File: src/rtl/sec_filter_pkg.sv
`timescale 1ns/1ps
package sec_filter_pkg;

    // Per-access outcome
    typedef enum logic [1:0] {
        ACT_PASS_SEC  = 2'd0,
        ACT_PASS_NSEC = 2'd1,
        ACT_DROP_ZERO = 2'd2,
        ACT_DROP_ERR  = 2'd3
    } sf_act_e;

    // Transaction engine state
    typedef enum logic [1:0] {
        XS_IDLE  = 2'd0,
        XS_ISSUE = 2'd1,
        XS_WAIT  = 2'd2
    } sf_xs_e;

    // Registered control levels
    typedef struct packed {
        logic master_nsec;
        logic err_on_block;
        logic irq_clr;
    } sf_ctrl_t;

    localparam int SIZE_W = 2;

    function automatic logic act_blocked(input sf_act_e a);
        return (a == ACT_DROP_ZERO) || (a == ACT_DROP_ERR);
    endfunction

endpackage

File: src/rtl/sf_decide.sv
`timescale 1ns/1ps
module sf_decide
    import sec_filter_pkg::*;
(
    input  logic    master_nsec_i,
    input  logic    err_on_block_i,
    input  logic    exempt_i,
    input  logic    nsec_i,
    output sf_act_e act_o
);

    // Priority: exemption, then non-secure region, then master security.
    always_comb begin
        if (exempt_i) begin
            act_o = master_nsec_i ? ACT_PASS_NSEC : ACT_PASS_SEC;
        end else if (nsec_i) begin
            act_o = ACT_PASS_NSEC;
        end else if (!master_nsec_i) begin
            act_o = ACT_PASS_SEC;
        end else if (err_on_block_i) begin
            act_o = ACT_DROP_ERR;
        end else begin
            act_o = ACT_DROP_ZERO;
        end
    end

endmodule

File: src/rtl/sf_irq_latch.sv
`timescale 1ns/1ps
module sf_irq_latch (
    input  logic clk,
    input  logic rst_n,
    input  logic set_i,
    input  logic clr_i,
    output logic irq_o
);

    logic irq_d, irq_q;

    always_comb begin
        irq_d = irq_q;
        if (set_i) irq_d = 1'b1;
        if (clr_i) irq_d = 1'b0;
    end

    always_ff @(posedge clk or negedge rst_n) begin
        if (!rst_n) irq_q <= 1'b0;
        else        irq_q <= irq_d;
    end

    assign irq_o = irq_q;

    assert_clear_wins_R7: assert property (@(posedge clk) disable iff (!rst_n)
        clr_i |=> !irq_o);
    assert_set_latches_R6: assert property (@(posedge clk) disable iff (!rst_n)
        (set_i && !clr_i) |=> irq_o);
    assert_level_holds_R6: assert property (@(posedge clk) disable iff (!rst_n)
        (irq_o && !clr_i) |=> irq_o);
    assert_no_spurious_R6: assert property (@(posedge clk) disable iff (!rst_n)
        (!irq_o && !set_i) |=> !irq_o);

endmodule

File: src/rtl/sf_xact.sv
`timescale 1ns/1ps
module sf_xact
    import sec_filter_pkg::*;
#(
    parameter int ADDR_W = 32,
    parameter int DATA_W = 64
) (
    input  logic              clk,
    input  logic              rst_n,
    input  sf_act_e           act_i,
    output logic              acc_o,
    input  logic              up_req_valid,
    output logic              up_req_ready,
    input  logic [ADDR_W-1:0] up_req_addr,
    input  logic              up_req_write,
    input  logic [SIZE_W-1:0] up_req_size,
    input  logic [DATA_W-1:0] up_req_wdata,
    output logic              up_rsp_valid,
    output logic [DATA_W-1:0] up_rsp_rdata,
    output logic              up_rsp_err,
    output logic              dn_req_valid,
    input  logic              dn_req_ready,
    output logic [ADDR_W-1:0] dn_req_addr,
    output logic              dn_req_write,
    output logic [SIZE_W-1:0] dn_req_size,
    output logic [DATA_W-1:0] dn_req_wdata,
    output logic              dn_req_secure,
    input  logic              dn_rsp_valid,
    input  logic [DATA_W-1:0] dn_rsp_rdata,
    input  logic              dn_rsp_err
);

    typedef struct packed {
        sf_xs_e            st;
        logic [ADDR_W-1:0] addr;
        logic              wr;
        logic [SIZE_W-1:0] size;
        logic [DATA_W-1:0] wdata;
        logic              sec;
        logic              rvalid;
        logic [DATA_W-1:0] rdata;
        logic              rerr;
    } xact_t;

    xact_t x_d, x_q;
    logic  acc;

    assign up_req_ready = (x_q.st == XS_IDLE);
    assign acc          = up_req_valid && up_req_ready;
    assign acc_o        = acc;

    always_comb begin
        x_d        = x_q;
        x_d.rvalid = 1'b0;
        unique case (x_q.st)
            XS_IDLE: begin
                if (acc) begin
                    unique case (act_i)
                        ACT_DROP_ZERO: begin
                            x_d.rvalid = 1'b1;
                            x_d.rdata  = '0;
                            x_d.rerr   = 1'b0;
                        end
                        ACT_DROP_ERR: begin
                            x_d.rvalid = 1'b1;
                            x_d.rdata  = '0;
                            x_d.rerr   = 1'b1;
                        end
                        default: begin
                            x_d.st    = XS_ISSUE;
                            x_d.addr  = up_req_addr;
                            x_d.wr    = up_req_write;
                            x_d.size  = up_req_size;
                            x_d.wdata = up_req_wdata;
                            x_d.sec   = (act_i == ACT_PASS_SEC);
                        end
                    endcase
                end
            end
            XS_ISSUE: begin
                if (dn_req_ready) x_d.st = XS_WAIT;
            end
            XS_WAIT: begin
                if (dn_rsp_valid) begin
                    x_d.rvalid = 1'b1;
                    x_d.rdata  = dn_rsp_rdata;
                    x_d.rerr   = dn_rsp_err;
                    x_d.st     = XS_IDLE;
                end
            end
            default: x_d.st = XS_IDLE;
        endcase
    end

    always_ff @(posedge clk or negedge rst_n) begin
        if (!rst_n) x_q <= '0;
        else        x_q <= x_d;
    end

    assign up_rsp_valid  = x_q.rvalid;
    assign up_rsp_rdata  = x_q.rdata;
    assign up_rsp_err    = x_q.rerr;
    assign dn_req_valid  = (x_q.st == XS_ISSUE);
    assign dn_req_addr   = x_q.addr;
    assign dn_req_write  = x_q.wr;
    assign dn_req_size   = x_q.size;
    assign dn_req_wdata  = x_q.wdata;
    assign dn_req_secure = x_q.sec;

    assert_zero_reply_R4: assert property (@(posedge clk) disable iff (!rst_n)
        (acc && act_i == ACT_DROP_ZERO) |=> (up_rsp_valid && up_rsp_rdata == '0 && !up_rsp_err));
    assert_err_reply_R5: assert property (@(posedge clk) disable iff (!rst_n)
        (acc && act_i == ACT_DROP_ERR) |=> (up_rsp_valid && up_rsp_err));
    assert_block_local_R10: assert property (@(posedge clk) disable iff (!rst_n)
        (acc && act_blocked(act_i)) |=> (!dn_req_valid && up_req_ready));
    assert_sec_attr_R3: assert property (@(posedge clk) disable iff (!rst_n)
        (acc && act_i == ACT_PASS_SEC) |=> (dn_req_valid && dn_req_secure));
    assert_nsec_attr_R2: assert property (@(posedge clk) disable iff (!rst_n)
        (acc && act_i == ACT_PASS_NSEC) |=> (dn_req_valid && !dn_req_secure));
    assert_fields_hold_R9: assert property (@(posedge clk) disable iff (!rst_n)
        (dn_req_valid && !dn_req_ready) |=> (dn_req_valid && $stable(dn_req_addr)
            && $stable(dn_req_wdata) && $stable(dn_req_secure) && $stable(dn_req_size)));
    assert_single_flight_R10: assert property (@(posedge clk) disable iff (!rst_n)
        dn_req_valid |-> !up_req_ready);

endmodule

File: src/rtl/bus_sec_filter.sv
`timescale 1ns/1ps
module bus_sec_filter
    import sec_filter_pkg::*;
#(
    parameter int ADDR_W = 32,
    parameter int DATA_W = 64
) (
    input  logic              clk,
    input  logic              rst_n,
    input  logic              cfg_nsec_master,
    input  logic              cfg_err_on_block,
    input  logic              irq_clr,
    output logic              irq_o,
    output logic [ADDR_W-1:0] attr_addr,
    input  logic              attr_exempt,
    input  logic              attr_nsec,
    input  logic              up_req_valid,
    output logic              up_req_ready,
    input  logic [ADDR_W-1:0] up_req_addr,
    input  logic              up_req_write,
    input  logic [1:0]        up_req_size,
    input  logic [DATA_W-1:0] up_req_wdata,
    output logic              up_rsp_valid,
    output logic [DATA_W-1:0] up_rsp_rdata,
    output logic              up_rsp_err,
    output logic              dn_req_valid,
    input  logic              dn_req_ready,
    output logic [ADDR_W-1:0] dn_req_addr,
    output logic              dn_req_write,
    output logic [1:0]        dn_req_size,
    output logic [DATA_W-1:0] dn_req_wdata,
    output logic              dn_req_secure,
    input  logic              dn_rsp_valid,
    input  logic [DATA_W-1:0] dn_rsp_rdata,
    input  logic              dn_rsp_err
);

    sf_ctrl_t ctrl_d, ctrl_q;
    sf_act_e  act;
    logic     acc;
    logic     irq_set;

    // control levels are registered before use
    always_comb begin
        ctrl_d.master_nsec  = cfg_nsec_master;
        ctrl_d.err_on_block = cfg_err_on_block;
        ctrl_d.irq_clr      = irq_clr;
    end

    always_ff @(posedge clk or negedge rst_n) begin
        if (!rst_n) ctrl_q <= '0;
        else        ctrl_q <= ctrl_d;
    end

    assign attr_addr = up_req_addr;

    sf_decide u_decide (
        .master_nsec_i  (ctrl_q.master_nsec),
        .err_on_block_i (ctrl_q.err_on_block),
        .exempt_i       (attr_exempt),
        .nsec_i         (attr_nsec),
        .act_o          (act)
    );

    sf_xact #(.ADDR_W(ADDR_W), .DATA_W(DATA_W)) u_xact (
        .clk           (clk),
        .rst_n         (rst_n),
        .act_i         (act),
        .acc_o         (acc),
        .up_req_valid  (up_req_valid),
        .up_req_ready  (up_req_ready),
        .up_req_addr   (up_req_addr),
        .up_req_write  (up_req_write),
        .up_req_size   (up_req_size),
        .up_req_wdata  (up_req_wdata),
        .up_rsp_valid  (up_rsp_valid),
        .up_rsp_rdata  (up_rsp_rdata),
        .up_rsp_err    (up_rsp_err),
        .dn_req_valid  (dn_req_valid),
        .dn_req_ready  (dn_req_ready),
        .dn_req_addr   (dn_req_addr),
        .dn_req_write  (dn_req_write),
        .dn_req_size   (dn_req_size),
        .dn_req_wdata  (dn_req_wdata),
        .dn_req_secure (dn_req_secure),
        .dn_rsp_valid  (dn_rsp_valid),
        .dn_rsp_rdata  (dn_rsp_rdata),
        .dn_rsp_err    (dn_rsp_err)
    );

    // a held clear level suppresses new latching
    assign irq_set = acc && (act == ACT_DROP_ERR) && !ctrl_q.irq_clr;

    sf_irq_latch u_irq (
        .clk   (clk),
        .rst_n (rst_n),
        .set_i (irq_set),
        .clr_i (ctrl_q.irq_clr),
        .irq_o (irq_o)
    );

    assert_exempt_pass_R1: assert property (@(posedge clk) disable iff (!rst_n)
        (up_req_valid && up_req_ready && attr_exempt) |=> (dn_req_valid && dn_req_secure == !$past(ctrl_q.master_nsec)));
    assert_irq_needs_block_R6: assert property (@(posedge clk) disable iff (!rst_n)
        (!irq_o && !(up_req_valid && up_req_ready)) |=> !irq_o);

endmodule

File: config.mk
export PLATFORM = sky130hd
export DESIGN_NAME = bus_sec_filter
export DESIGN_NICKNAME = d
export VERILOG_FILES = /design/src/rtl/sec_filter_pkg.sv /design/src/rtl/sf_decide.sv /design/src/rtl/sf_irq_latch.sv /design/src/rtl/sf_xact.sv /design/src/rtl/bus_sec_filter.sv
export SDC_FILE = /design/constraint.sdc
export NUM_CORES = 1
export LEC_CHECK = 0
export BUFFER_PORTS_ARGS = -buffer_cell sky130_fd_sc_hd__buf_2
export CELL_PAD_IN_SITES_DETAIL_PLACEMENT = 0
export CELL_PAD_IN_SITES_GLOBAL_PLACEMENT = 2
export CORE_MARGIN = 8
export CORE_UTILIZATION = 31
export DETAILED_ROUTE_END_ITERATION = 10
export GPL_TIMING_DRIVEN = 1
export PLACE_DENSITY = 0.95
export SYNTH_ARGS = -nofsm -noshare
export SYNTH_HDL_FRONTEND = slang
export SYNTH_SLANG_ARGS = --single-unit
File: constraint.sdc
create_clock -name clk -period 5.1 [get_ports clk]
set_input_delay 1.02 -clock clk [delete_from_list [all_inputs] [get_ports clk]]
set_output_delay 1.02 -clock clk [all_outputs]
set_load 0.005 [all_outputs]
==> flow_summary.ini <==
[detailed_routing]
drt_wl_total_um = 21800
antenna_left = 0
avgViaCountPerCell = 4.25
vias = 5275
drt-pass1-iter-count = 4
wl_per_cell_um = 17.6
drcViolationCount = 0
drtIter0Drc = 167

[yosys]
synth-xor-area-share_pct = 0
synth_nets = 886
yosys_register_bits = 172
avgSynthCellArea_um2 = 11.9
netlist_area_um2 = 8500
yosysWarnings = 0
synth_top_family_by_area = buffers and inverters
synthAdderAreaFrac_pct = 0
synthSimpleGateAreaFrac_pct = 6.90
synth-compound-area-share_pct = 4.22
yosysSeqAreaShare_pct = 50.6
synth.area.mux_share_pct = 17.6
synth_cells = 712
synth.distinct_cells = 26

[worst_hold_path]
hp-class = flop to flop
min-delay-start = ctrl_q[0]
hold_depth = 1

[power]
power.density_nw_per_um2 = 615
finalPower_w = 0.00600
p_leak_nw = 5.05
ir_drop_uv = 253

[global_route]
grt_pass1_vias = 5739
grt_use_total_pct = 12.9
antenna_found_initial = 1
grt_first_pass_wirelength_um = 33700
gr-total-overflow = 0
grt_max_degree = 89

[setup_path]
endpoint_kind = flop
path_class = input pin to flop
r2r_start = u_xact.x_q[166]
required_ns = 5.40
crit_fanout = 28
reg2regPathDepth = 4
worstSetupStartpointType = input pin
arrival_ns = 2.85
critical_path.startpoint = up_req_valid
r2r_slack_ns = 2.71

[die]
initial_utilization_pct = 31.5
die_w_um = 182
io_pins = 375
rows = 60
core_um2 = 27000
die_h_um = 182
dieArea_um2 = 33000

[sta]
slew_violations = 0
fin_skew_ns = 0.00898
timing.setup.tns_ns = 0
rsz0062_at_grt = false
max_slew_margin_pct = 36.6
worst_pin_slew_ns = 0.951
finalHoldViolCount = 0
period_needed_ns = 2.55
post-route-period-util_pct = 50.1
max_freq_mhz = 391
finalSetupViolCount = 0

[layout]
layout.nets = 1060
syn_to_final_growth_pct = 14.8
layout-drive-gt1-share_pct = 57.4
finish.utilization_pct = 36.2

[clock_network]
cts_setup_buffers = 0
cts_sinks = 172
clkTransAtPathRegs_ns = 0.07
h-tree-depth = 4
numCtsBuffers = 17
clockBufferDepth = 2
cts_resized = 0
clk_latency_ns = 0.41
root_buffer = clkbuf_16
cts_tree = yes
hold_buffers = 0

[run]
drv_cap = 0

[place]
portBuffers = 374
routabilityCongestion = 0.793
dp_hpwl_um = 16000

[status]
status = complete, no violations
## registers in the layout (all words and copies together) (netlist names), 2 cells and up
signal and flops:
ctrl_q 3, u_xact.dn_req_addr 32, u_xact.dn_req_size 2, u_xact.dn_req_wdata 64
u_xact.up_rsp_rdata 64, u_xact.x_q 2
## worst max-delay path: stages
cell and delay (ns):
buf_2 0.08, or3b_1 0.51, nor2_8 0.36, buf_4 0.51, mux2_4 0.35
## metrics by stage
stage / setup slack [ns] / hold slack, ns / cells / instance area (um2)
after global placement: 2.10 / 0.380 / 1208 / 9150
after CTS: 2.53 / 0.398 / 1240 / 9760
final: 2.55 / 0.396 / 1241 / 9760
after detailed placement: 2.08 / 0.386 / 1208 / 9150
after global routing: 2.44 / 0.412 / 1241 / 9760
after floorplan: 2.67 / 0.375 / 712 / 8500
## layout make-up
class / count / area (um2)
Antenna cell: 1 / 2.50
Inverter: 3 / 11.3
Fill cell: 2702 / 17200
Clock inverter: 14 / 165
Sequential cell: 172 / 4300
Multi-Input combinational cell: 312 / 2450
Tap cell: 341 / 427
Timing Repair Buffer: 380 / 1960
Clock buffer: 18 / 439
## routing by layer
layer	track usage [%]	up-vias	wire length, um
li1	-	2481	-
met1	15.2	2534	9190
met4	2.92	0	248
met3	5.81	12	2140
met2	21.2	248	10200
met5	0	-	0
## power by group
part	total [W]	internal [W]	switching [W]	leakage [nW]
Clock	0.00134	0.000716	0.000625	0.294
Sequential	0.00239	0.00204	0.000359	2.09
Combinational	0.00226	0.00130	0.000965	2.66
## cell usage after synthesis
library cell | instances | area (um2)
buf_4 | 194 | 1460
dfrtp_1 | 172 | 4300
nand2_1 | 130 | 488
mux2_4 | 99 | 1490
o21ai_0 | 66 | 330
clkbuf_1 | 19 | 71.3
buf_12 | 10 | 200
inv_1 | 3 | 11.3
nor2_1 | 2 | 7.51
a21o_1 | 1 | 7.51
a21oi_1 | 1 | 5.00
and3b_1 | 1 | 8.76
buf_1 | 1 | 3.75
buf_6 | 1 | 11.3
mux2i_1 | 1 | 10.0
nand2b_1 | 1 | 6.26
nand3b_1 | 1 | 7.51
nand4_1 | 1 | 6.26
nor2_2 | 1 | 6.26
nor2_8 | 1 | 20.0
nor2b_1 | 1 | 6.26
nor3b_2 | 1 | 12.5
o211ai_1 | 1 | 7.51
o22a_1 | 1 | 8.76
or3b_1 | 1 | 8.76
or3b_2 | 1 | 8.76
## kinds of logic (layout without fill, tap and decap cells)
| kind of cell | count (synthesis) | in the layout |
|---|---|---|
| buf+inv | 228 | 415 |
| flops | 172 | 172 |
| simple gates | 142 | 142 |
| mux | 100 | 100 |
| compound gates | 70 | 70 |
| other cells | 0 | 1 |
## layout by cell type (no fill, tap or decap), types with 2 or more instances in the layout
cell and n:
clkinv_4 2, nand2_1 130, inv_1 3, clkbuf_16 17, nor2_1 2, clkinv_8 2
buf_2 373, dfrtp_1 172, o21ai_0 66, inv_6 5, buf_12 3, inv_8 3
mux2_4 99, buf_4 3
## worst paths after layout
| kind | endpoint |
|---|---|
| max | u_xact.dn_req_wdata[10] |
| min | u_irq.irq_o |
| max reg2reg | u_xact.dn_req_wdata[10] |
| min reg2reg | u_irq.irq_o |
| max in group asynchronous | u_xact.up_rsp_rdata[52] |
| min in group asynchronous | u_xact.dn_req_wdata[58] |
Note: power is estimated with default switching activity, not from simulation.
